## config.mk

```make
export PLATFORM = sky130hd
export DESIGN_NAME = sysclk_divider
export DESIGN_NICKNAME = d
export VERILOG_FILES = /design/src/rtl/sysclk_divider.sv
export SDC_FILE = /design/constraint.sdc
export NUM_CORES = 1
export LEC_CHECK = 0
export BUFFER_PORTS_ARGS = -buffer_cell sky130_fd_sc_hd__clkbuf_2
export CAP_MARGIN = 20
export CORE_ASPECT_RATIO = 0.9
export CORE_UTILIZATION = 37
export DETAILED_ROUTE_END_ITERATION = 8
export HOLD_SLACK_MARGIN = 0.05
export PLACE_DENSITY = 0.65
export SLEW_MARGIN = 10
export SYNTH_ARGS = -nofsm -noshare
export SYNTH_HDL_FRONTEND = slang
export SYNTH_SLANG_ARGS = --single-unit
```

## constraint.sdc

```tcl
create_clock -name clk -period 5.8 [get_ports clk]
set_input_delay 0.29 -clock clk [delete_from_list [all_inputs] [get_ports clk]]
set_output_delay 0.29 -clock clk [all_outputs]
set_load 0.01 [all_outputs]
```

## src/rtl/sysclk_divider.sv

```systemverilog
module sysclk_divider #(
  parameter int CODE_W = 7
) (
  input  logic              clk,
  input  logic              rst_n,
  input  logic              wr_en,
  input  logic [CODE_W:0]   wr_data,
  output logic [CODE_W:0]   rd_data,
  output logic              ce_o,
  output logic              phase_o
);
  localparam int CNT_W   = CODE_W + 1;
  localparam int DIV_TOP = (1 << CODE_W) + 1;

  logic              en_r;
  logic [CODE_W-1:0] code_r;
  logic [CNT_W-1:0]  cnt_r;
  logic [CNT_W-1:0]  act_n_r;
  logic [CNT_W-1:0]  next_n;

  assign rd_data = {en_r, code_r};
  assign next_n  = en_r ? (CNT_W'(DIV_TOP) - CNT_W'(code_r)) : CNT_W'(1);
  assign ce_o    = (cnt_r == act_n_r - CNT_W'(1));
  assign phase_o = (act_n_r == CNT_W'(1)) || (cnt_r < (act_n_r >> 1));

  // Register: code loads only with a rising enable; while on, only a clear is heard
  always_ff @(posedge clk) begin
    if (!rst_n) begin
      en_r   <= 1'b0;
      code_r <= '0;
    end else if (wr_en) begin
      if (!en_r && wr_data[CODE_W]) begin
        en_r   <= 1'b1;
        code_r <= wr_data[CODE_W-1:0];
      end else if (en_r && !wr_data[CODE_W]) begin
        en_r <= 1'b0;
      end
    end
  end

  // Period counter; the divisor is re-sampled only at a boundary
  always_ff @(posedge clk) begin
    if (!rst_n) begin
      cnt_r   <= '0;
      act_n_r <= CNT_W'(1);
    end else if (ce_o) begin
      cnt_r   <= '0;
      act_n_r <= next_n;
    end else begin
      cnt_r <= cnt_r + CNT_W'(1);
    end
  end

  a_r3_load: assert property (@(posedge clk) disable iff (!rst_n)
    (wr_en && !rd_data[CODE_W] && wr_data[CODE_W]) |=> (rd_data == $past(wr_data)));

  a_r4_discard: assert property (@(posedge clk) disable iff (!rst_n)
    (wr_en && !rd_data[CODE_W] && !wr_data[CODE_W]) |=> $stable(rd_data));

  a_r5_locked: assert property (@(posedge clk) disable iff (!rst_n)
    (wr_en && rd_data[CODE_W] && wr_data[CODE_W]) |=> $stable(rd_data));

  a_r6_clear_keeps_code: assert property (@(posedge clk) disable iff (!rst_n)
    (wr_en && rd_data[CODE_W] && !wr_data[CODE_W]) |=>
      (!rd_data[CODE_W] && rd_data[CODE_W-1:0] == $past(rd_data[CODE_W-1:0])));

  a_r9_boundary_only: assert property (@(posedge clk) disable iff (!rst_n)
    !ce_o |=> $stable(act_n_r));

  a_r7_count_range: assert property (@(posedge clk) disable iff (!rst_n)
    cnt_r < act_n_r);

  a_r10_bypass_phase: assert property (@(posedge clk) disable iff (!rst_n)
    (act_n_r == CNT_W'(1)) |-> (ce_o && phase_o));
endmodule

```

# Word-level counts from Yosys, hierarchy flattened
# Cells that the tools add are included.
[classes] n_addsub=3 magnitude_cmp=1 reduce_logical=9 bitwise=1 muxes=3 eq_ne=2
[op_table] cell="8-bit by 1-bit adder with 8-bit output, second input constant" n=1
[op_table] cell="8-bit by 1-bit == test with 1-bit output, second input constant" n=1
[op_table] cell="8-bit == test" n=1
[op_table] cell="8-bit by 7-bit < comparator with 1-bit output" n=1
[op_table] cell="8-bit two-way mux" n=1
[op_table] cell="8-bit by 1-bit subtractor with 8-bit output, second input constant" n=1
[op_table] cell="8-bit by 7-bit subtractor with 8-bit output, first input constant" n=1
[op_table] cell="2-bit AND reduction" n=2
[op_table] cell="1-bit logical AND" n=2
[op_table] cell="1-bit logical NOT" n=2
[op_table] cell="1-bit two-way mux" n=2
[op_table] cell="2-bit nonzero test" n=1
[op_table] cell="2-bit OR reduction" n=1
[op_table] cell="1-bit logical OR" n=1
[op_table] cell="1-bit inverter" n=1
[word_totals] word_cells=23 out_inout_bits=10 inputBits=11 ff_bits=24

# Longest topological paths before layout
[depth] ltp_word=4 ltp_mapped=9 depth_no_buf=8

# Least setup slack after synthesis
# No wires, ideal clock.
[synth_path] kind="register -> register" from="register act_n_r[0]" to="register act_n_r[0]" setup_ns=0.121 path_buffers=0 period_less_slack_ns=2.155 t_arrival_ns=2.034 required_time_ns=5.679 path_slack_ns=3.645 stages_incl_launch_ff=8 cell_sequence="dfxtp_1 > inv_1 > ha_1 > xnor2_1 > a31oi_1 > or3_1 > nor3_4 > mux2_2"
[synth_between] elab_chain_cells=2
[synth_lines] item="from (decl)" line="18" text="logic [CNT_W-1:0] act_n_r;"
[synth_lines] item="from (signal assigned)" line="48" text="act_n_r <= next_n;"
[synth_lines] item="8-bit by 1-bit subtractor with 8-bit output" line="23" text="assign ce_o = (cnt_r == act_n_r - CNT_W'(1));"
[synth_lines] item="8-bit == test" line="23"
# Every way passes these cells.
# A chain may end at the register's enable or synchronous reset.

# Final worst setup path
[layout_path] from="register act_n_r[3]" to="register act_n_r[0]"
# Same word-level chain as after synthesis.

==> run_results.csv <==
group,metric,value,unit
sta,fin_crit_sh,46.1,%
synthesis,synthCells,175,
setup_path,cp-endpoint,"act_n_r[0]",
setup_path,crit_path_start_kind,"flip-flop",
outcome,outcome,"finished, final reports clean",
setup_path,cp.arrival,2850,ps
sta,setup_tns,0,ps
cts,clk_latency,280,ps
cts,cts_tree,"yes",
setup_path,worst-path-max-fanout,15,
drt,drt_iter0_markers,53,
drt,viasPerCell,4.84,
drt,dr_total_vias,1153,
pwr,intPower,0.298,mW
global_route,grt_max_degree,26,
synthesis,ys_seq_area_share,32.7,%
synthesis,synthXorXnorAreaFrac,12.5,%
synthesis,netlist_area,1470,um2
sta,max_slew_margin,53.5,%
global_route,grt_overflow,0,
floorplan,die_y,61.8,um
flow_run,maxCapViolCount,0,
drt,antenna_left,0,
synthesis,synthMuxAreaShare,5.54,%
global_route,grtUsageTotal,14.8,%
cts,post_cts_buffers,0,
synthesis,ys_types,31,
cts,clk_root_buffer_cell,"clkbuf_8",
setup_path,critPathLaunch,"act_n_r[3]",
setup_path,end_kind,"flip-flop",
floorplan,start_util,39.1,%
setup_path,reg2reg_from,"act_n_r[3]",
pwr,leakage,0.703,nW
pwr,switchingPower,0.112,mW
place,dp_hpwl,2070,um
synthesis,yosys-top-cells-area,"dfxtp_1 33%, ha_1 9.4%, xor2_1 7.2%",
sta,finClkSkew,4.49,ps
pwr,ir_worst_vdd,123,uV
sta,fmax,374,MHz
setup_path,reg2reg_depth,6,
setup_path,reg2reg_to,"act_n_r[0]",
drt,wire_per_inst,11.5,um
synthesis,yosysWarningCount,0,
cts,hold_buffers,0,
sta,finalHoldViolCount,0,
cells_and_area,fin_cells,238,
cts,cts_num_sinks,24,
setup_path,path_class,"reg -> reg",
global_route,grt.busiest_layer,"met2",
global_route,use_met1,18.2,%
synthesis,yosys.area.top_type,"dfxtp_1",
sta,rsz0062_at_grt,"no",
synthesis,syn_avg_cell_area,8.39,um2
floorplan,num_rows,21,
cells_and_area,fillers,388,
global_route,antenna_found_initial,0,
global_route,use_met2,24.9,%
cts,clk_pin_slew_worst_paths,90,ps
synthesis,synth_seq_cells,24,
worst_hold_path,min_path_type,"in -> reg",
cts,post_cts_resized,0,
global_route,gr-usage-met3,4.38,%
cells_and_area,layout.nets,215,
cells_and_area,drive_above_1_share,14.6,%
floorplan,core,3760,um2
drt,firstDrtPassIters,4,
cells_and_area,n_antenna_cell,0,
pwr,pwr-share-comb,19.9,%
cts,htreeDepth,1,
synthesis,synth-simple-area-share,25.6,%
setup_path,r2r_setup_slack,3130,ps
worst_hold_path,hp-start,"wr_data[1]",
place,placed_cells,234,
pwr,switching_share,27.2,%
synthesis,synth_top_family_by_area,"simple AND/OR/NAND/NOR gates",
place,io_buffers,20,
sta,worst_pin_slew,695,ps
synthesis,syn-num-nets,197,
pwr,pwr-share-clk,36.8,%
pwr,p_total,0.410,mW
drt,drc_errors,0,
setup_path,critPathRequiredTime,5970,ps
sta,setup_violations,0,
synthesis,synthAdderAreaFrac,9.37,%
drt,routed_wl,2740,um
synthesis,synth-compound-area-share,7.92,%
sta,final_max_slew_viol_count,0,
sta,period_minus_slack,2670,ps
cts,cts_inserted_buffers,3,
cts,cts_buffer_depth,2,
pwr,seq_power_share,43.3,%
place,routabilityCongestion,0.877,
global_route,grt_pass1_vias,1042,
floorplan,fp.dieArea,4230,um2
floorplan,io_pins,21,
global_route,grt_pass1_wl,4550,um
pwr,cellPowerDensity,248,nW/um2
cells_and_area,syn_to_final_growth,12.5,%
synthesis,synth.top_cell.area_share,32.7,%
floorplan,die_w,68.4,um
## through the flow
| step | hold WS (ps) | area [um2] | setup WS (ps) | util, % |
|---|---|---|---|---|
| 2_1_floorplan | 446 | 1470 | 3650 | - |
| 3_3_place_gp | 465 | 1580 | 3210 | 42.1 |
| 3_5_place_dp | 479 | 1580 | 3140 | 42.1 |
| 4_1_cts | 240 | 1650 | 3110 | 44.0 |
| 5_1_grt | 261 | 1650 | 2870 | 44.0 |
| 6_report | 248 | 1650 | 3130 | 44.0 |
## per-layer routing
layer	wire length (um)	vias up
met3	110	3
li1	-	623
met4	27	0
met2	1260	26
met5	0	-
met1	1340	501
## synthesized netlist by cell type
master,instances
nand2b_1,2
inv_1,13
a21boi_0,8
mux2_2,1
and2_1,1
mux2i_1,7
a41oi_1,1
clkdlybuf4s25_2,1
nor2_1,7
or3_1,4
a21oi_1,2
nor3_2,1
nor4_1,1
dfxtp_1,24
o21ai_0,5
nor3_4,1
xor2_1,12
buf_4,1
and3b_2,1
xnor2_1,9
ha_1,11
nor2b_1,1
clkbuf_1,3
nand3_1,16
buf_6,1
buf_2,1
a31oi_1,2
nand2_1,26
nand4_1,1
nor3_1,4
nor3b_1,7
## kinds of logic after synthesis
family / after synthesis
compound gates: 18
xor+xnor: 21
fa+ha+maj: 11
buf+inv: 20
flops: 24
mux: 8
simple gates: 73
## power groups by stage
stage	sequential, mW	combinational, mW	clock [mW]
after global routing	0.179	0.0919	0.161
after detailed placement	0.182	0.0828	0
final	0.178	0.0816	0.151
after global placement	0.182	0.0818	0
after CTS	0.178	0.0831	0.157
after floorplan	0.181	0.0670	0
## placed cells by master, fill, tap and decap left out
cell,count
a21boi_0,8
a21oi_1,2
a31oi_1,2
a41oi_1,1
and2_1,1
and3b_2,1
bufinv_16,1
clkbuf_2,20
clkbuf_8,3
dfxtp_1,24
ha_1,11
inv_1,13
mux2_2,1
mux2i_1,7
nand2_1,26
nand2b_1,2
nand3_1,16
nand4_1,1
nor2_1,7
nor2b_1,1
nor3_1,4
nor3_2,1
nor3_4,1
nor3b_1,7
nor4_1,1
o21ai_0,5
or3_1,4
xnor2_1,9
xor2_1,12
## sequential cells by signal, summed over array words and instances (netlist names)
register,cells
act_n_r,8
cnt_r,8
code_r,7
en_r,1
## worst max-delay path, stage by stage, from the launching register on
cell and delay [ps]:
dfxtp_1 360, nor4_1 490, nand3_1 160, xnor2_1 180, or3_1 410, nor3_4 560
mux2_2 400
## worst min-delay path by stage
stage | depth (start not counted) | slack (ps) | endpoint
floorplan | 2 | 450 | code_r[0]
global placement | 2 | 470 | act_n_r[1]
detailed placement | 2 | 480 | act_n_r[1]
CTS | 3 | 240 | code_r[2]
global route | 3 | 260 | code_r[2]
finish | 3 | 250 | code_r[1]
## layout make-up
type,count,area (um2),area share (%)
Timing Repair Buffer,20,100,6.06
Clock buffer,3,41.3,2.50
Sequential cell,24,480,29.1
Tap cell,46,57.6,3.48
Clock inverter,1,30.0,1.82
Inverter,13,48.8,2.95
Multi-Input combinational cell,131,895,54.1
Power figures use the tool's default switching activity.
